File: config.mk
export PLATFORM = sky130hd
export DESIGN_NAME = interval_counter_ch
export DESIGN_NICKNAME = d
export VERILOG_FILES = /design/src/rtl/ictr_pkg.sv /design/src/rtl/ictr_gate_edge.sv /design/src/rtl/ictr_phase.sv /design/src/rtl/ictr_decode.sv /design/src/rtl/interval_counter_ch.sv
export SDC_FILE = /design/constraint.sdc
export NUM_CORES = 1
export LEC_CHECK = 0
export CORE_UTILIZATION = 61
export DETAILED_ROUTE_END_ITERATION = 6
export PLACE_DENSITY_LB_ADDON = 0.1
export RECOVER_POWER = 25
export SKIP_CTS_REPAIR_TIMING = 1
export SYNTH_ARGS = -nofsm -noshare
export SYNTH_HDL_FRONTEND = slang
export SYNTH_SLANG_ARGS = --single-unit
File: constraint.sdc
create_clock -name clk -period 6.9 [get_ports clk]
set_input_delay 2.07 -clock clk [delete_from_list [all_inputs] [get_ports clk]]
set_output_delay 2.07 -clock clk [all_outputs]
set_load 0.02 [all_outputs]
File: src/rtl/ictr_pkg.sv
package ictr_pkg;

  typedef enum logic [2:0] {
    M_TERM     = 3'd0,
    M_ONESHOT  = 3'd1,
    M_RATE     = 3'd2,
    M_SQUARE   = 3'd3,
    M_SWSTROBE = 3'd4,
    M_HWSTROBE = 3'd5
  } ictr_mode_e;

  typedef enum logic [1:0] {
    ST_ARMED = 2'd0,
    ST_HIT   = 2'd1,
    ST_DONE  = 2'd2
  } ictr_stage_e;

  // codes 6 and 7 fold onto the periodic modes
  function automatic ictr_mode_e norm_mode(input logic [2:0] raw);
    case (raw)
      3'd6:    return M_RATE;
      3'd7:    return M_SQUARE;
      default: return ictr_mode_e'(raw);
    endcase
  endfunction

  function automatic logic retrig_mode(input ictr_mode_e m);
    return (m == M_ONESHOT) || (m == M_RATE) || (m == M_SQUARE) || (m == M_HWSTROBE);
  endfunction

  function automatic logic gated_mode(input ictr_mode_e m);
    return (m == M_TERM) || (m == M_SWSTROBE);
  endfunction

  function automatic logic periodic_mode(input ictr_mode_e m);
    return (m == M_RATE) || (m == M_SQUARE);
  endfunction

endpackage

File: src/rtl/ictr_gate_edge.sv
module ictr_gate_edge #(
  parameter bit GATE_RST = 1'b1
) (
  input  logic clk,
  input  logic rst_n,
  input  logic gate_i,
  output logic rise_o
);

  logic gate_q;

  always_ff @(posedge clk) begin
    if (!rst_n) gate_q <= GATE_RST;
    else        gate_q <= gate_i;
  end

  assign rise_o = gate_i & ~gate_q;

endmodule

File: src/rtl/ictr_phase.sv
module ictr_phase
  import ictr_pkg::*;
#(
  parameter int CNT_W = 16,
  localparam int W1 = CNT_W + 1
) (
  input  logic              clk,
  input  logic              rst_n,
  input  logic              tick_i,
  input  logic              gate_i,
  input  ictr_mode_e        mode_i,
  input  logic [W1-1:0]     nfull_i,
  input  logic              restart_i,
  output logic [CNT_W-1:0]  el_o,
  output ictr_stage_e       stage_o,
  output logic              started_o,
  output logic              step_o
);

  logic              pend_q;
  logic              enabled;
  logic [W1-1:0]     el_inc;
  logic              at_end;
  logic [CNT_W-1:0]  el_next;

  assign enabled = tick_i & (gate_i | ~gated_mode(mode_i));
  assign step_o  = enabled & ~pend_q & ~restart_i;
  assign el_inc  = {1'b0, el_o} + W1'(1);
  assign at_end  = (el_inc == nfull_i);
  assign el_next = (periodic_mode(mode_i) && at_end) ? '0 : el_inc[CNT_W-1:0];

  always_ff @(posedge clk) begin
    if (!rst_n) begin
      el_o      <= '0;
      stage_o   <= ST_ARMED;
      started_o <= 1'b0;
      pend_q    <= 1'b0;
    end else if (restart_i) begin
      el_o      <= '0;
      stage_o   <= ST_ARMED;
      started_o <= 1'b0;
      pend_q    <= 1'b1;
    end else if (enabled) begin
      if (pend_q) begin
        pend_q <= 1'b0;
      end else begin
        el_o      <= el_next;
        started_o <= 1'b1;
        case (stage_o)
          ST_ARMED: if (at_end) stage_o <= ST_HIT;
          ST_HIT:   stage_o <= ST_DONE;
          default:  stage_o <= ST_DONE;
        endcase
      end
    end
  end

endmodule

File: src/rtl/ictr_decode.sv
module ictr_decode
  import ictr_pkg::*;
#(
  parameter int CNT_W = 16,
  localparam int W1 = CNT_W + 1
) (
  input  ictr_mode_e        mode_i,
  input  logic [CNT_W-1:0]  nval_i,
  input  logic [W1-1:0]     nfull_i,
  input  logic [CNT_W-1:0]  el_i,
  input  ictr_stage_e       stage_i,
  input  logic              started_i,
  output logic [CNT_W-1:0]  count_o,
  output logic              out_o
);

  function automatic logic [CNT_W-1:0] rd_value(
    input ictr_mode_e m, input logic [CNT_W-1:0] nv,
    input logic [W1-1:0] nf, input logic [CNT_W-1:0] el);
    logic [W1-1:0] twice;
    logic [W1-1:0] diff;
    if (m == M_SQUARE) begin
      twice = {el, 1'b0};
      if (twice >= nf) twice = twice - nf;
      diff = nf - twice;
      return diff[CNT_W-1:0];
    end
    return nv - el;
  endfunction

  function automatic logic out_level(
    input ictr_mode_e m, input logic [W1-1:0] nf,
    input logic [CNT_W-1:0] el, input ictr_stage_e st, input logic started);
    logic [W1-1:0] half;
    half = (nf + W1'(1)) >> 1;
    case (m)
      M_TERM:     return st != ST_ARMED;
      M_ONESHOT:  return st == ST_ARMED;
      M_RATE:     return started && (el == '0);
      M_SQUARE:   return {1'b0, el} < half;
      default:    return st == ST_HIT;
    endcase
  endfunction

  assign count_o = rd_value(mode_i, nval_i, nfull_i, el_i);
  assign out_o   = out_level(mode_i, nfull_i, el_i, stage_i, started_i);

endmodule

File: src/rtl/interval_counter_ch.sv
module interval_counter_ch
  import ictr_pkg::*;
#(
  parameter int CNT_W    = 16,
  parameter int CHAN_IDX = 0
) (
  input  logic              clk,
  input  logic              rst_n,
  input  logic              tick_i,
  input  logic              gate_i,
  input  logic              load_i,
  input  logic [2:0]        load_mode_i,
  input  logic [CNT_W-1:0]  load_count_i,
  output logic [CNT_W-1:0]  count_o,
  output logic              out_o
);

  localparam int W1       = CNT_W + 1;
  localparam bit GATE_RST = (CHAN_IDX != 2);

  ictr_mode_e        mode_q;
  logic [CNT_W-1:0]  nval_q;
  logic [W1-1:0]     nfull;
  logic              gate_rise;
  logic              restart_w;
  logic              step_w;
  logic [CNT_W-1:0]  el_w;
  ictr_stage_e       stage_w;
  logic              started_w;

  // zero count stands for the full 2^CNT_W range
  assign nfull     = (nval_q == '0) ? (W1'(1) << CNT_W) : {1'b0, nval_q};
  assign restart_w = load_i | (gate_rise & retrig_mode(mode_q));

  always_ff @(posedge clk) begin
    if (!rst_n) begin
      mode_q <= M_SQUARE;
      nval_q <= '0;
    end else if (load_i) begin
      mode_q <= norm_mode(load_mode_i);
      nval_q <= load_count_i;
    end
  end

  ictr_gate_edge #(.GATE_RST(GATE_RST)) u_gate (
    .clk    (clk),
    .rst_n  (rst_n),
    .gate_i (gate_i),
    .rise_o (gate_rise)
  );

  ictr_phase #(.CNT_W(CNT_W)) u_phase (
    .clk       (clk),
    .rst_n     (rst_n),
    .tick_i    (tick_i),
    .gate_i    (gate_i),
    .mode_i    (mode_q),
    .nfull_i   (nfull),
    .restart_i (restart_w),
    .el_o      (el_w),
    .stage_o   (stage_w),
    .started_o (started_w),
    .step_o    (step_w)
  );

  ictr_decode #(.CNT_W(CNT_W)) u_decode (
    .mode_i    (mode_q),
    .nval_i    (nval_q),
    .nfull_i   (nfull),
    .el_i      (el_w),
    .stage_i   (stage_w),
    .started_i (started_w),
    .count_o   (count_o),
    .out_o     (out_o)
  );

endmodule

---- Yosys cells after proc, flatten, opt, wreduce, memory -nomap -nowiden ----
Cells that the tools add are included.
word-level totals
  memory bits (read-only) ................. 0
  logic and storage cells ................. 62
  output and inout bits ................... 17
  bits in registers ....................... 40
  memory bits (writable) .................. 0
  input bits .............................. 24
  memories ................................ 0
  bits in latches ......................... 0
cells by class
  multiplexer cells ....................... 13
  div/mod/pow operators ................... 0
  multiply operators ...................... 0
  add/subtract/negate cells ............... 5
  order comparisons ....................... 2
  bitwise operators ....................... 9
  equality and inequality tests ........... 10
  shifts and indexed selects .............. 0
  reductions and logical operators ........ 16
operator list
  cell                                                                   number
  16-bit two-way mux                                                     5
  16-bit subtractor                                                      3
  16-bit logical NOT                                                     2
  16-bit by 1-bit adder with 17-bit output, second input constant        1
  17-bit by 1-bit adder with 17-bit output, second input constant        1
  17-bit equality test                                                   1
  17-bit greater-or-equal comparator                                     1
  17-bit two-way mux                                                     1
  16-bit less-than comparator                                            1
  3-bit equality test, second input constant                             4
  3-bit by 2-bit equality test with 1-bit output, second input constant  2
  3-bit case mux with 2 select lines                                     1
  1-bit logical OR                                                       5
  2-bit two-way mux                                                      2
  1-bit NOT                                                              4
  1-bit case mux with 4 select lines                                     1
  2-bit nonzero test                                                     2
  1-bit bitwise AND                                                      3
  3-bit by 1-bit equality test with 1-bit output, second input constant  1
  3-bit logical NOT                                                      1
  1-bit two-way mux                                                      3
  3-bit AND reduction                                                    1
  2-bit by 1-bit equality test with 1-bit output, second input constant  1
  1-bit logical AND                                                      2
  5 further kinds                                                        6

---- Logic depth before layout (Yosys ltp) ----
Gate-level depths: netlist of the first run.
  depth in word-level cells ............... 8
  mapped depth ............................ 24
  depth with buffers taken out ............ 24

---- Modules after synthesis ----
A second synthesis of the first run with hierarchy kept.
unflattened totals
  cell total of the unflattened synthesis .. 735
  area total of the unflattened synthesis .. 5491.5 µm²
by module, submodules not included
  module               times used  cells an instance  area an instance (µm²)  seq. area each (µm²)
  ictr_decode          1           432                3016.6                  0.0
  ictr_phase           1           214                1599.0                  400.4
  interval_counter_ch  1           86                 835.8                   380.4
  ictr_gate_edge       1           3                  40.0                    20.0

---- Least setup slack after synthesis of the first run ----
OpenSTA, ideal clock, no wires.
  kind .................................... reg2out
  start ................................... register nval_q[4]
  end ..................................... output count_o[15]
  setup slack ............................. -133 ps
  required time ........................... 4830 ps
  arrival ................................. 4963 ps
  stages on the path, launching flop included .. 20
  path buffers ............................ 2
  cell sequence ........................... dfxtp_1 > clkbuf_1 > inv_1 > ha_1 > a21o_1 > a221oi_1 > a2bb2oi_1 > nand3b_1 > o22ai_2 > clkbuf_1 > nor2_1 > a21oi_1 > ha_1 > o21ai_1 > a21oi_1 > a21oi_1 > a2111oi_0 > o31ai_1 > nor4b_1 > nor4_1
between the ends
  word-level cells in the longest chain between the ends .. 8
  elaborated cells on any way between the ends .. 10
  those cells by class .................... add/sub (3); order compare (1); mux (5); reduce/logical (1)
ends and longest elaborated chain
  what                                                                     line                       RTL
  from (decl)                                                              interval_counter_ch.sv:22  logic [CNT_W-1:0] nval_q;
  from (signal assigned)                                                   interval_counter_ch.sv:41  nval_q <= load_count_i;
  16-bit logical NOT                                                       interval_counter_ch.sv:32  assign nfull = (nval_q == '0) ? (W1'(1) << CNT_W) : {1'b0, nval_q};
  17-bit two-way mux                                                       interval_counter_ch.sv:32
  16-bit subtractor or 17-bit greater-or-equal comparator (tied branches)  ictr_decode.sv:24          if (twice >= nf) twice = twice - nf;
  16-bit two-way mux                                                       ictr_decode.sv:24
  16-bit two-way mux                                                       ictr_decode.sv:22          if (m == M_SQUARE) begin
  16-bit subtractor                                                        ictr_decode.sv:25          diff = nf - twice;
  16-bit two-way mux                                                       ictr_decode.sv:22
  16-bit two-way mux *                                                     ictr_decode.sv:28          return nv - el;
  to (decl)                                                                interval_counter_ch.sv:14  output logic [CNT_W-1:0] count_o,
Every way passes the cells marked *; elsewhere a longest branch is shown, timed or not. The select of a mux whose other input is x is not followed.

---- Worst setup path after layout of the first run ----
  start ................................... register nval_q[1]
  end ..................................... output count_o[15]
Same word-level chain as after synthesis.

==> results of run 1 <==
[worst min-delay path, cell delays in order, from the launching register on]
cell     delay, ns
dfxtp_1       0.34
nor2_1        0.05
nor2_1        0.07
[registers in the layout, indices dropped and copies added, names as in the netlist]
name,count
mode_q,3
nval_q,16
u_phase.pend_q,1
u_phase.stage_o,2
u_phase.el_o,16
u_gate.gate_q,1
u_phase.started_o,1
[how the worst min path moves through the flow]
| stage | start | to | slack [ns] |
|---|---|---|---|
| detailed placement | u_phase.started_o$_SDFFE_PP0P_ | u_phase.started_o$_SDFFE_PP0P_ | 0.47 |
| global placement | u_phase.started_o$_SDFFE_PP0P_ | u_phase.started_o$_SDFFE_PP0P_ | 0.45 |
| floorplan | u_phase.started_o$_SDFFE_PP0P_ | u_phase.started_o$_SDFFE_PP0P_ | 0.44 |
| global route | u_phase.started_o$_SDFFE_PP0P_ | u_phase.started_o$_SDFFE_PP0P_ | 0.54 |
| finish | u_phase.started_o$_SDFFE_PP0P_ | u_phase.started_o$_SDFFE_PP0P_ | 0.49 |
| CTS | u_phase.started_o$_SDFFE_PP0P_ | u_phase.started_o$_SDFFE_PP0P_ | 0.49 |
[per-layer routing]
| metal | wire [um] | part of all wire | vias up | global-route usage |
|---|---|---|---|---|
| li1 | - | - | 2958 | - |
| met1 | 7913 | 0.41 | 3018 | 0.5290 |
| met2 | 8828 | 0.46 | 343 | 0.6423 |
| met3 | 1712 | 0.089 | 82 | 0.04892 |
| met4 | 859 | 0.044 | 0 | 0.1527 |
| met5 | 0 | 0 | - | 0 |
[power by group]
group	leakage [nW]	switching [mW]	internal (mW)	total (mW)
combinational	2.78	0.338	0.300	0.638
clock	0.0541	0.0970	0.107	0.204
sequential	0.328	0.0103	0.239	0.249
[cell usage in the layout, fill, tap and decap left out, types with 18 or more instances in the layout]
master           instances
inv_1                   36
xor2_1                  22
nor2_1                  40
o21ai_0                 20
a21oi_1                 49
or3_1                   18
buf_4                  133
nor3_1                  26
dfxtp_1                 38
mux2i_1                 24
xnor2_1                 40
ha_1                    62
nand3_1                 31
nand2_1                 49
clkdlybuf4s50_1         28
nor2b_1                 25
[logic make-up (layout without fill, tap and decap cells)]
group,count (synthesis),count (layout),share of synthesized area
adders and majority gates,69,69,0.1593
muxes,25,25,0.04523
DFF,40,40,0.1440
and+or+nand+nor,263,263,0.2583
other,1,1,0.0006744
AOI/OAI and AO/OA,189,189,0.2284
xor gates and xnor gates,62,62,0.09766
buffers and inverters,88,225,0.06638
[stage by stage]
| stage | setup WS [ns] | hold slack [ns] | area (um2) | TNS, ns | total power, mW |
|---|---|---|---|---|---|
| 2_1_floorplan | 0.06845 | 0.4400 | 5567 | 0 | 0.5997 |
| 3_3_place_gp | -0.3162 | 0.4543 | 6868 | -0.9756 | 0.8284 |
| 3_5_place_dp | -0.4099 | 0.4714 | 6868 | -1.252 | 0.8415 |
| 4_1_cts | -0.7704 | 0.4947 | 6979 | -3.972 | 1.041 |
| 5_1_grt | -0.3693 | 0.5358 | 7233 | -1.280 | 1.145 |
| 6_report | -0.08303 | 0.4910 | 7233 | -0.08303 | 1.091 |
[final cells by class]
cell class                      instances  area [um2]
Timing Repair Buffer                  174        1445
Inverter                               43       161.4
Fill cell                             561        1530
Multi-Input combinational cell        609        4577
Clock inverter                          3       42.54
Tap cell                              108       135.1
Sequential cell                        40       803.3
Clock buffer                            5       68.82
==> impl_metrics.tcl, run 1 <==
set metrics [dict create \
    critPathSlowestCell "a2111oi_2" \
    antenna_found_initial 0 \
    avgSynthCellArea_um2 7.545 \
    grt-ovfl-total 0 \
    dieArea_mm2 0.009501 \
    slew_viol_final 0 \
    violations "setup timing" \
    worstHoldPathCells 2 \
    cp_data_required_time_ns 4.83 \
    synth_edf_count 0 \
    finalWirelength_um 19310 \
    crit_buf_inv 3 \
    fin_nets 966 \
    critPathMaxFanout 4 \
    slowest_delay_ns 0.37 \
    ys_ff_latch 40 \
    r2r_setup_slack_ns 2.56 \
    h-tree-depth 2 \
    maxCapViolations 0 \
    dp.cells 968 \
    fin_worst_skew_ns 0.01486 \
    cts_root_buf "clkbuf_8" \
    grt_usage 0.3942 \
    numPortBuffers 40 \
    fmax_ghz 0.1432 \
    synthMostInstantiatedCell "ha_1" \
    critPathLaunchType "flip-flop" \
    hold_class "flip-flop to flip-flop" \
    ff2ff_path_depth 10 \
    drt_iter0_drc 645 \
    maxSlewHeadroom 0.1983 \
    critical_path.endpoint "count_o[15]" \
    synth_cells 737 \
    regToRegEndpoint "u_phase.el_o[2]$_SDFFE_PP0P_" \
    irDropWorstVdd_uv 139.0 \
    tritoncts "yes" \
    synth_top_area_cell "ha_1" \
    hpwl_um 14870 \
    antenna_cells 0 \
    synth_common_cells "66 x ha_1, 55 x a21oi_1, 50 x nand2_1" \
    fin_ws_ns -0.08303 \
    rows 34 \
    cp-startpoint "nval_q[1]$_SDFFE_PN0P_" \
    final_layout_size_suffix_gt1_frac 0.2380 \
    cts.path.max_buffers 2 \
    synthesis.area_mm2 0.005560 \
    die_w_um 97.48 \
    grt_pass1_vias 6062 \
    fin_util 0.8254 \
    critPathMostFrequentCell "o21a_1" \
    min_period_over_period 1.012 \
    area_growth_pct 30.09 \
    rsz0062_at_grt "yes" \
    yosysWarningCount 0 \
    grt_max_degree 35 \
    drcViolationCount 0 \
    via_count 6401 \
    reg2reg_from "u_phase.el_o[0]$_SDFFE_PP0P_" \
    place_congestion 1.005 \
    ys_seq_area_frac 0.1440 \
    clk_pin_slew_worst_paths_ns 0.08 \
    leakagePower_nw 3.163 \
    critPathCaptureType "primary output" \
    cp.depth 25 \
    antenna_left 0 \
    setup_viol 1 \
    cts_buffers 5 \
    routedWlPerCell_um 19.67 \
    path_delay_family "compound AO/OA/AOI/OAI gates" \
    hold_viol 0 \
    coreArea_mm2 0.008763 \
    ys_types 66 \
    yosysTopAreaCellShare 0.1485 \
    ys_async_sr_fraction 0 \
    min_period_ns 6.983 \
    final_cell_count_no_fill 982 \
    worstPathArrival_ns 4.91 \
    run_status "finished with violations" \
    first_pass_iters 5 \
    grt_first_pass_wirelength_um 30180 \
    viasPerCell 6.518 \
    io_pins 41 \
    synth_area_leaders "ha_1 15%, dfxtp_1 14%, xnor2_1 6.3%" \
    power_density_mw_per_mm2 150.8 \
    syn_nets 830 \
    worstMarginPinSlew_ns 1.200 \
    start_util 0.6345 \
    worstSkewPairLatency_ns 0.31 \
    cts_sinks 40 \
    die_y_um 97.48 \
    ys.flop_type "dfxtp_1" \
    critPathKind "flip-flop to primary output" \
]
No activity file was read; power rests on OpenSTA's default activity.
==> run 2: changes to the inputs <==
Settings changed: CAP_MARGIN set to 20, PLACE_DENSITY set to 0.83, PLACE_DENSITY_LB_ADDON 0.1 to not set.
==> run 2 against run 1 <==
  * Routed wire length up 0.81%
  * The flow finishes with violations (DRC, setup timing)
  * Critical path depth is the same
  * Critical path type unchanged
  * Sequential cell count unchanged
  * Hold slack better by 0.013 ns
  * Combinational power rose by 3%
==> impl_metrics.tcl, run 2 (synthesis gave the netlist of run 1 again) <==
set metrics [dict create \
    routedWlPerCell_um 19.89 \
    clk_pin_slew_worst_paths_ns 0.09 \
    first_pass_iters 7 \
    grt-ovfl-total 0 \
    irDropWorstVdd_uv 147.9 \
    antenna_cells 0 \
    dp.cells 965 \
    busiest_layer "met2" \
    area_growth_pct 30.58 \
    min_period_ns 6.916 \
    hold_class "flip-flop to flip-flop" \
    final_common_cell "buf_4" \
    crit_buf_inv 3 \
    slowest_delay_ns 0.34 \
    worstPathArrival_ns 4.85 \
    cts.path.max_buffers 2 \
    fin_ws_ns -0.01582 \
    power_mw 1.107 \
    hold_viol 0 \
    antenna_found_initial 0 \
    critPathCaptureType "primary output" \
    grt_usage 0.3900 \
    place_congestion 0.9803 \
    h-tree-depth 2 \
    final_cell_count_no_fill 979 \
    globalRouteMet3Util 0.06187 \
    cts_sinks 40 \
    largestRegisters "nval_q x16, u_phase.el_o x16, mode_q x3" \
    numPortBuffers 40 \
    min_period_over_period 1.002 \
    rsz0062_at_grt "yes" \
    leakagePower_nw 3.158 \
    multi_input_area_mm2 0.004644 \
    run_status "finished with violations" \
    grtUsageMet1 0.5155 \
    critPathSlowestCell "a2111oi_4" \
    die_y_um 97.48 \
    via_count 6282 \
    finalWirelength_um 19470 \
    worstSkewPairLatency_ns 0.31 \
    cp_data_required_time_ns 4.83 \
    viasPerCell 6.417 \
    regArea_um2 802.0 \
    fmax_ghz 0.1446 \
    worstMarginPinSlew_ns 1.042 \
    grt_first_pass_wirelength_um 29470 \
    maxCapViolations 0 \
    slew_viol_final 0 \
    coreArea_mm2 0.008763 \
    critPathLaunchType "flip-flop" \
    hpwl_um 15100 \
    start_util 0.6345 \
    final_layout_size_suffix_gt1_frac 0.2342 \
    tritoncts "yes" \
    critPathMaxFanout 4 \
    critPathKind "flip-flop to primary output" \
    grt_max_degree 35 \
    setup_viol 1 \
    critPathMostFrequentCell "o21a_1" \
    fin_worst_skew_ns 0.007059 \
    die_w_um 97.48 \
    dpl_worst_slack_ns -0.4482 \
    dieArea_mm2 0.009501 \
    path_delay_family "compound AO/OA/AOI/OAI gates" \
    fin_nets 963 \
    cts_buffers 5 \
    maxSlewHeadroom 0.3056 \
    layout_common_cells "129 x buf_4, 62 x ha_1, 51 x a21oi_1" \
    drt_iter0_drc 634 \
    cts_root_buf "clkbuf_8" \
    antenna_left 0 \
    drcViolationCount 2 \
    rows 34 \
    grt_util_met2 0.6337 \
    io_pins 41 \
    violations "DRC, setup timing" \
    tns_ns -0.01582 \
    fillers 543 \
    grt_pass1_vias 5980 \
    power_density_mw_per_mm2 152.4 \
]
[run 2: metal layers]
metal	vias to the layer above	wire, um
met5	-	0
li1	2946	-
met2	356	9159
met1	2915	7801
met4	0	631
met3	65	1878
[run 2: worst paths after layout]
check | start | endpoint | slack, ns | cells after the start
worst min-delay path | u_phase.started_o$_SDFFE_PP0P_ | u_phase.started_o$_SDFFE_PP0P_ | 0.50 | 2
worst max-delay path | nval_q[0]$_SDFFE_PN0P_ | count_o[15] | -0.02 | 25
worst min register to register | u_phase.started_o$_SDFFE_PP0P_ | u_phase.started_o$_SDFFE_PP0P_ | 0.50 | 2
worst max register to register | u_phase.el_o[0]$_SDFFE_PP0P_ | u_phase.el_o[11]$_SDFFE_PP0P_ | 2.74 | 10
[run 2: power breakdown]
part / internal (mW) / switching (mW)
sequential: 0.239 / 0.00979
clock: 0.107 / 0.0953
combinational: 0.308 / 0.348
[run 2: layout make-up]
class / count / share of cell area
Sequential cell: 40 / 0.1105
Multi-Input combinational cell: 609 / 0.6397
Timing Repair Buffer: 171 / 0.1937
Clock buffer: 5 / 0.009478
Inverter: 43 / 0.02223
Tap cell: 108 / 0.01861
Clock inverter: 3 / 0.005859
[run 2: worst min-delay path, cell delays in order, from the launching register on]
cell     delay, ns
dfxtp_1       0.34
nor2_1        0.05
nor2_1        0.08
[run 2: per-stage QoR]
step / utilization / cell area [um2] / hold WS, ns
after floorplan: - / 5567 / 0.4400
after global placement: 0.7797 / 6833 / 0.4526
after detailed placement: 0.7797 / 6833 / 0.4720
after CTS: 0.7924 / 6944 / 0.4957
after global routing: 0.8285 / 7261 / 0.5127
final: 0.8285 / 7261 / 0.5043
